`src/rtl/blk_xfer_pkg.sv`:
```
package blk_xfer_pkg;
  typedef enum logic [2:0] {
    ST_IDLE,
    ST_IN_WAIT,
    ST_IN_MEM,
    ST_OUT_MEM,
    ST_OUT_DEV,
    ST_DONE
  } xfer_state_e;

  // Window base: start of upper half, past three video cells and the frame
  function automatic longint unsigned blk_base(int aw, int w, int h, int c);
    return (longint'(1) << (aw - 1)) + 3 + longint'(w) * h * c;
  endfunction
endpackage

```
`src/rtl/blk_xfer_regs.sv`:
```
module blk_xfer_regs #(
  parameter int unsigned DATA_W     = 8,
  parameter int unsigned ADDR_W     = 16,
  parameter int unsigned ADDR_CELLS = 2,
  parameter logic [ADDR_W-1:0] BASE = '0,
  localparam int unsigned PTR_W     = ADDR_CELLS * DATA_W,
  localparam int unsigned TRIG_OFF  = 2 + ADDR_CELLS
) (
  input  logic              clk_i,
  input  logic              rst_ni,
  input  logic              cpu_req_i,
  input  logic              cpu_we_i,
  input  logic [ADDR_W-1:0] cpu_addr_i,
  input  logic [DATA_W-1:0] cpu_wdata_i,
  output logic              reg_ack_o,
  output logic [DATA_W-1:0] reg_rdata_o,
  output logic              trig_o,
  output logic [DATA_W-1:0] port_o,
  output logic [DATA_W-1:0] size_o,
  output logic [PTR_W-1:0]  ptr_o
);
  logic [ADDR_W-1:0] off;
  logic              hit;
  logic              acc;
  logic [DATA_W-1:0] port_q, size_q;
  logic [DATA_W-1:0] addr_q [ADDR_CELLS];

  assign off    = cpu_addr_i - BASE;
  assign hit    = off < ADDR_W'(TRIG_OFF);
  assign trig_o = cpu_req_i && (off == ADDR_W'(TRIG_OFF));
  assign acc    = cpu_req_i && hit && !reg_ack_o;

  always_ff @(posedge clk_i or negedge rst_ni) begin
    if (!rst_ni) begin
      port_q      <= '0;
      size_q      <= '0;
      reg_ack_o   <= 1'b0;
      reg_rdata_o <= '0;
    end else begin
      reg_ack_o <= acc;
      if (acc && cpu_we_i && off == ADDR_W'(0)) port_q <= cpu_wdata_i;
      if (acc && cpu_we_i && off == ADDR_W'(1)) size_q <= cpu_wdata_i;
      if (acc) begin
        if (off == ADDR_W'(0))      reg_rdata_o <= port_q;
        else if (off == ADDR_W'(1)) reg_rdata_o <= size_q;
        else                        reg_rdata_o <= addr_q[off - ADDR_W'(2)];
      end
    end
  end

  for (genvar i = 0; i < ADDR_CELLS; i++) begin : g_ptr
    always_ff @(posedge clk_i or negedge rst_ni) begin
      if (!rst_ni) addr_q[i] <= '0;
      else if (acc && cpu_we_i && off == ADDR_W'(2 + i)) addr_q[i] <= cpu_wdata_i;
    end
    // lowest-addressed cell is most significant
    assign ptr_o[(ADDR_CELLS-1-i)*DATA_W +: DATA_W] = addr_q[i];
  end

  assign port_o = port_q;
  assign size_o = size_q;
endmodule

```
`src/rtl/blk_xfer_seq.sv`:
```
module blk_xfer_seq
  import blk_xfer_pkg::*;
#(
  parameter int unsigned DATA_W = 8,
  parameter int unsigned ADDR_W = 16,
  parameter int unsigned PTR_W  = 16
) (
  input  logic              clk_i,
  input  logic              rst_ni,
  input  logic              start_i,
  input  logic              dir_out_i,
  input  logic [DATA_W-1:0] size_i,
  input  logic [PTR_W-1:0]  ptr_i,
  output logic              done_o,
  output logic              mem_req_o,
  output logic              mem_we_o,
  output logic [ADDR_W-1:0] mem_addr_o,
  output logic [DATA_W-1:0] mem_wdata_o,
  input  logic [DATA_W-1:0] mem_rdata_i,
  input  logic              mem_gnt_i,
  input  logic              dev_in_valid_i,
  input  logic [DATA_W-1:0] dev_in_data_i,
  output logic              dev_in_ready_o,
  output logic              dev_out_valid_o,
  output logic [DATA_W-1:0] dev_out_data_o,
  input  logic              dev_out_ready_i
);
  xfer_state_e       st_q;
  logic [PTR_W-1:0]  ptr_q;
  logic [DATA_W-1:0] cnt_q, hold_q;
  logic              last;

  assign last = cnt_q == DATA_W'(1);

  always_ff @(posedge clk_i or negedge rst_ni) begin
    if (!rst_ni) begin
      st_q   <= ST_IDLE;
      ptr_q  <= '0;
      cnt_q  <= '0;
      hold_q <= '0;
    end else begin
      unique case (st_q)
        ST_IDLE: if (start_i) begin
          ptr_q <= ptr_i;
          cnt_q <= size_i;
          if (size_i == '0) st_q <= ST_DONE;
          else              st_q <= dir_out_i ? ST_OUT_MEM : ST_IN_WAIT;
        end
        ST_IN_WAIT: if (dev_in_valid_i) begin
          hold_q <= dev_in_data_i;
          st_q   <= ST_IN_MEM;
        end
        ST_IN_MEM: if (mem_gnt_i) begin
          ptr_q <= ptr_q + PTR_W'(1);
          cnt_q <= cnt_q - DATA_W'(1);
          st_q  <= last ? ST_DONE : ST_IN_WAIT;
        end
        ST_OUT_MEM: if (mem_gnt_i) begin
          hold_q <= mem_rdata_i;
          st_q   <= ST_OUT_DEV;
        end
        ST_OUT_DEV: if (dev_out_ready_i) begin
          ptr_q <= ptr_q + PTR_W'(1);
          cnt_q <= cnt_q - DATA_W'(1);
          st_q  <= last ? ST_DONE : ST_OUT_MEM;
        end
        ST_DONE: st_q <= ST_IDLE;
        default: st_q <= ST_IDLE;
      endcase
    end
  end

  assign done_o          = st_q == ST_DONE;
  assign mem_req_o       = (st_q == ST_IN_MEM) || (st_q == ST_OUT_MEM);
  assign mem_we_o        = st_q == ST_IN_MEM;
  assign mem_addr_o      = ptr_q[ADDR_W-1:0];
  assign mem_wdata_o     = hold_q;
  assign dev_in_ready_o  = st_q == ST_IN_WAIT;
  assign dev_out_valid_o = st_q == ST_OUT_DEV;
  assign dev_out_data_o  = hold_q;
endmodule

```
`src/rtl/blk_xfer_engine.sv`:
```
module blk_xfer_engine #(
  parameter int unsigned DATA_W     = 8,
  parameter int unsigned ADDR_W     = 16,
  parameter int unsigned ADDR_CELLS = 2,
  parameter int unsigned SCR_W      = 4,
  parameter int unsigned SCR_H      = 4,
  parameter int unsigned PIX_CELLS  = 1
) (
  input  logic              clk_i,
  input  logic              rst_ni,
  input  logic              cpu_req_i,
  input  logic              cpu_we_i,
  input  logic [ADDR_W-1:0] cpu_addr_i,
  input  logic [DATA_W-1:0] cpu_wdata_i,
  output logic [DATA_W-1:0] cpu_rdata_o,
  output logic              cpu_ack_o,
  output logic              mem_req_o,
  output logic              mem_we_o,
  output logic [ADDR_W-1:0] mem_addr_o,
  output logic [DATA_W-1:0] mem_wdata_o,
  input  logic [DATA_W-1:0] mem_rdata_i,
  input  logic              mem_gnt_i,
  output logic [DATA_W-1:0] port_o,
  input  logic              dev_in_valid_i,
  input  logic [DATA_W-1:0] dev_in_data_i,
  output logic              dev_in_ready_o,
  output logic              dev_out_valid_o,
  output logic [DATA_W-1:0] dev_out_data_o,
  input  logic              dev_out_ready_i
);
  localparam int unsigned PTR_W = ADDR_CELLS * DATA_W;
  localparam logic [ADDR_W-1:0] BASE =
    ADDR_W'(blk_xfer_pkg::blk_base(ADDR_W, SCR_W, SCR_H, PIX_CELLS));

  logic              reg_ack, trig, xfer_done;
  logic [DATA_W-1:0] reg_rdata, size;
  logic [PTR_W-1:0]  ptr;

  blk_xfer_regs #(
    .DATA_W(DATA_W), .ADDR_W(ADDR_W), .ADDR_CELLS(ADDR_CELLS), .BASE(BASE)
  ) u_regs (
    .clk_i, .rst_ni, .cpu_req_i, .cpu_we_i, .cpu_addr_i, .cpu_wdata_i,
    .reg_ack_o(reg_ack), .reg_rdata_o(reg_rdata), .trig_o(trig),
    .port_o, .size_o(size), .ptr_o(ptr)
  );

  blk_xfer_seq #(.DATA_W(DATA_W), .ADDR_W(ADDR_W), .PTR_W(PTR_W)) u_seq (
    .clk_i, .rst_ni, .start_i(trig), .dir_out_i(cpu_we_i), .size_i(size),
    .ptr_i(ptr), .done_o(xfer_done), .mem_req_o, .mem_we_o, .mem_addr_o,
    .mem_wdata_o, .mem_rdata_i, .mem_gnt_i, .dev_in_valid_i, .dev_in_data_i,
    .dev_in_ready_o, .dev_out_valid_o, .dev_out_data_o, .dev_out_ready_i
  );

  assign cpu_ack_o   = reg_ack || xfer_done;
  assign cpu_rdata_o = reg_ack ? reg_rdata : '0;
endmodule

```
`config.mk`:
```
export PLATFORM = sky130hd
export DESIGN_NAME = blk_xfer_engine
export DESIGN_NICKNAME = d
export VERILOG_FILES = /design/src/rtl/blk_xfer_pkg.sv /design/src/rtl/blk_xfer_regs.sv /design/src/rtl/blk_xfer_seq.sv /design/src/rtl/blk_xfer_engine.sv
export SDC_FILE = /design/constraint.sdc
export NUM_CORES = 1
export LEC_CHECK = 0
export ABC_CLOCK_PERIOD_IN_PS = 3300
export BUFFER_PORTS_ARGS = -buffer_cell sky130_fd_sc_hd__buf_2
export CAP_MARGIN = 40
export CORE_MARGIN = 5
export CORE_UTILIZATION = 25
export CTS_CLUSTER_SIZE = 28
export DETAILED_ROUTE_END_ITERATION = 10
export GPL_ROUTABILITY_DRIVEN = 0
export SLEW_MARGIN = 5
export SYNTH_ARGS = -nofsm -noshare
export SYNTH_HDL_FRONTEND = slang
export SYNTH_SLANG_ARGS = --single-unit
```
`constraint.sdc`:
```
create_clock -name clk_i -period 3.3 [get_ports clk_i]
set_input_delay 0.66 -clock clk_i [delete_from_list [all_inputs] [get_ports clk_i]]
set_output_delay 0.66 -clock clk_i [all_outputs]
set_load 0.03 [all_outputs]
```
---- Yosys cells after proc, flatten, opt, wreduce, memory -nomap -nowiden ----
Index checks and enable logic that the tools add are counted.
cells by class
  $add $sub $neg .......................... 4
  magnitude comparators ................... 2
  eq/ne operators ......................... 15
  mux-type cells .......................... 27
  bitwise operators ....................... 1
  reductions and logical operators ........ 19
operator list
  kind                    count
  $mux 8                  11
  $mux 16                 3
  $pmux 16 s3             1
  $eq 16x2->1 const B     2
  $mux 3                  8
  $pmux 8 s3              1
  $ge 17x2->1 const B     1
  $not 16->17             1
  $add 16x1->16 const B   1
  $eq 16x1->1 const B     1
  $eq 16x3->1 const B     1
  $logic_not 16->1        1
  $lt 16x3->1 const B     1
  $pmux 8 s2              1
  $sub 16x16->16 const B  1
  $sub 16x2->16 const B   1
  $pmux 3 s5              1
  $eq 8x1->1 const B      1
  $logic_and 1x1->1       8
  $logic_not 8->1         1
  $sub 8x1->8 const B     1
  $eq 3x2->1 const B      2
  $eq 3x3->1 const B      2
  $ne 2x2->1 const B      3
  other kinds (11)        13
storage, ports and cells
  register bits after elaboration ......... 76
  bits of input ports ..................... 47
  output and inout port bits .............. 53
  word-level logic and storage cells ...... 78

---- Depth between registers and ports, before layout ----
  depth in word-level cells ............... 8
  depth in mapped cells ................... 9

---- Hierarchy ----
A second synthesis with hierarchy kept.
second synthesis, totals
  cells, all modules ...................... 455
  area total of the unflattened synthesis .. 4860.9 µm²
by module, submodules not included
  module           times used  cells an instance  area an instance (µm²)
  blk_xfer_seq     1           276                2524.9
  blk_xfer_regs    1           170                2269.7
  blk_xfer_engine  1           9                  66.3

---- Least setup slack after synthesis ----
No wires, ideal clock.
  kind .................................... in2reg
  from .................................... input cpu_addr_i[0]
  to ...................................... register u_regs.addr_q (netlist bit u_regs.ptr_o[0])
  library setup time ...................... 125 ps
  arrival time ............................ 2723 ps
  required time ........................... 3175 ps
  slack ................................... 452 ps
  stages on the path ...................... 9
  buffers on the path ..................... 2
  cell sequence ........................... ha_1 or4b_1 nor3_2 o311a_1 and4_1 buf_4 and3_1 buf_6 mux2_2
between the ends
  cells in the longest elaborated chain, start to end .. 6
ends and longest elaborated chain
  what                             RTL line               text
  from (decl)                      blk_xfer_engine.sv:13  input logic [ADDR_W-1:0] cpu_addr_i,
  $sub 16x16->16 (*)               blk_xfer_regs.sv:28    assign off = cpu_addr_i - BASE;
  $lt 16x3->1                      blk_xfer_regs.sv:29    assign hit = off < ADDR_W'(TRIG_OFF);
  $logic_and 1x1->1 (2 in a row)   blk_xfer_regs.sv:31    assign acc = cpu_req_i && hit && !reg_ack_o;
  $logic_and 1x1->1                blk_xfer_regs.sv:54    else if (acc && cpu_we_i && off == ADDR_W'(2 + i)) addr_q[i] <= cpu_wdata_i;
  $logic_and 1x1->1 (*)            blk_xfer_regs.sv:54
  to (signal, indexed assignment)  blk_xfer_regs.sv:54
  to (decl)                        blk_xfer_regs.sv:26    logic [DATA_W-1:0] addr_q [ADDR_CELLS];
Mark *: on every way between the ends. The rest lies on a longest branch, timed or not.
A chain may end at the register's enable or synchronous reset.

---- Final worst setup path ----
  from .................................... input cpu_addr_i[0]
  to ...................................... register u_regs.addr_q (netlist bit u_regs.ptr_o[3])
Same word-level chain as after synthesis.

==> out/qor.yml <==
timing:
  slew_headroom: 0.504
  finalSetupViolations: 0
  finalSetupTns_ps: 0
  finalHoldViolCount: 0
  tightest_slew_ps: 744
  fin_crit_ps: 2800
  period_share: 0.850
  rsz0062_at_grt: "false"
  maxSlewViolCount: 0
  max_freq_ghz: 0.357
  skew_ps: 7.79
setup_path:
  cp.required_ps: 3530
  crit_path_end_kind: "flop"
  rr_worst_depth: 5
  worst_setup_path_start_kind: "primary input"
  timing_worst_setup_path_type: "primary input to flop"
  ff2ff_setup_slack_ps: 900
  timing.rr.end: "u_seq.cnt_q[7]"
  critPathArrivalTime_ps: 3030
  r2r_start: "u_seq.st_q[0]"
  cp_max_fo: 8
logic_synthesis:
  synth_edf_count: 0
  yosysTopAreaCell: "dfrtp_1"
  seq_area_frac_synth: 0.428
  synth_nets: 510
  async_flop_share: 1.00
  ys.flop_type: "dfrtp_1"
  yosys-top-cells-area: "dfrtp_1, mux2_2, o21ai_0, mux2i_1, a21oi_1"
  ys_seq_elements: 76
  yosys.area.top_type_share: 0.428
  ys_types: 59
  syn_inst: 456
  synthMostInstantiatedCell: "dfrtp_1"
  synthTopCellsByCount: "dfrtp_1, nor2_1, o21ai_0"
  synth.cell_area_mm2: 0.00444
  yosys_warnings: 0
  syn_avg_cell_area_um2: 9.74
floorplanning:
  coreArea_mm2: 0.0174
  boundaryPins: 100
  num_rows: 48
  die_h_um: 143
  dieArea_mm2: 0.0205
  start_util: 0.256
  die_w_um: 143
grt:
  grt_pass1_vias: 3746
  grtUsageTotal: 0.124
  grt_pass1_wl_um: 20200
  grt_overflow: 0
  grt_antenna_before_repair: 0
  grt_start_max_net_pins: 40
layout:
  post-route-util: 0.313
  layout.nets: 600
  fillers: 1834
  final_layout_size_suffix_gt1_frac: 0.309
  diodes: 0
  area.growth.synth_to_final_pct: 22.4
power:
  power.leakage_uw: 0.00267
  vdd_ir_drop_max_mv: 0.391
  p_per_area_mw_per_mm2: 685
routing:
  ant_nets: 0
  vias: 3838
  wl_per_cell_um: 16.4
  remaining_drc_errors: 0
  routed_wl_um: 12700
  dr.pass1.iters: 4
  viasPerCell: 4.95
  drt_iter0_markers: 198
clock_network:
  cts_resized: 0
  cts-root-buf: "clkbuf_16"
  cts_buffers: 9
  clock_latency_ps: 340
  clk_pin_slew_worst_paths_ps: 60
  cts_sinks: 76
  cts_setup_buffers: 0
  cts_max_level: 3
  tritoncts: "done"
  hold_buffers: 0
  clock_path_buffers: 2
worst_hold_path:
  hold_path.class: "primary input to asynchronous set/reset pin"
placement:
  io_buffer_count: 99
  dp_hpwl_um: 9280
run:
  cap_violations: 0
status:
  status: "finished, final reports clean"
## layout by cell type (no fill, tap or decap), types with 10 or more instances in the layout
cell type and n:
buf_2 98, dfrtp_1 76, nor2_1 36, o21ai_0 36
nand2_1 33, mux2_2 32, a21oi_1 28, a31oi_1 17
mux2i_1 17, buf_4 14, o22a_1 12, inv_1 11
and2_1 11, nand3_1 10
## metal layers
| layer | vias to the layer above | share of wire | GRT usage | wire (um) |
|---|---|---|---|---|
| li1 | 1876 | - | - | - |
| met1 | 1853 | 0.48 | 0.171 | 6120 |
| met2 | 103 | 0.44 | 0.194 | 5630 |
| met3 | 6 | 0.068 | 0.0378 | 863 |
| met4 | 0 | 0.0069 | 0.0238 | 88 |
| met5 | - | 0 | 0 | 0 |
## flip-flops by register name, indices dropped and copies added (netlist names)
register	cells
u_regs.ptr_o	16
u_seq.mem_addr_o	16
u_regs.port_o	8
u_regs.reg_rdata_o	8
u_regs.size_o	8
u_seq.cnt_q	8
u_seq.dev_out_data_o	8
u_seq.st_q	3
u_regs.reg_ack_o	1
## worst max-delay path by stage
stage / startpoint / to / slack (ps) / cells after the start
3_5_place_dp: cpu_addr_i[0] / u_regs.ptr_o[3] / 160 / 8
3_3_place_gp: cpu_addr_i[0] / u_regs.ptr_o[6] / 180 / 8
4_1_cts: cpu_addr_i[0] / u_regs.ptr_o[3] / 520 / 8
6_report: cpu_addr_i[0] / u_regs.ptr_o[3] / 500 / 8
2_1_floorplan: cpu_addr_i[0] / u_regs.ptr_o[0] / 450 / 9
5_1_grt: cpu_addr_i[0] / u_regs.ptr_o[3] / 400 / 8
## stage by stage
step / hold slack (ps) / setup slack [ps] / instance area [um^2] / instances / total power [uW]
6_report: 276 / 495 / 5430 / 776 / 3720
5_1_grt: 315 / 403 / 5430 / 776 / 3960
4_1_cts: 293 / 524 / 5430 / 776 / 3760
3_5_place_dp: 467 / 159 / 5130 / 760 / 2720
3_3_place_gp: 460 / 175 / 5110 / 759 / 2710
2_1_floorplan: 364 / 452 / 4440 / 456 / 2330
## cells by family (layout without fill, tap and decap cells)
logic type,count (synthesis),after routing,synth area share
and+or+nand+nor,143,143,0.170
AOI/OAI and AO/OA,134,134,0.201
xor gates and xnor gates,1,1,0.00197
DFF,76,76,0.428
adders and majority gates,7,7,0.0197
buffers and inverters,45,140,0.0566
muxes,50,50,0.122
## critical path, stage by stage
cell and delay [ps]:
buf_2 110, ha_1 200, or4b_1 530, nor3_2 180
o311a_1 230, and4_1 260, and3_1 460, mux2_2 390
## power breakdown
group	switching (uW)	internal, uW	total (uW)
Sequential	226	1120	1350
Combinational	904	442	1350
Clock	416	612	1030
Total	1550	2180	3720
## layout make-up
type / instances / area [um^2] / area share
Timing Repair Buffer: 113 / 616 / 0.113
Clock buffer: 10 / 239 / 0.0440
Tap cell: 225 / 282 / 0.0518
Sequential cell: 76 / 1900 / 0.350
Clock inverter: 6 / 68.8 / 0.0127
Inverter: 11 / 41.3 / 0.00760
Multi-Input combinational cell: 335 / 2290 / 0.421
(Power assumes the default switching activity.)
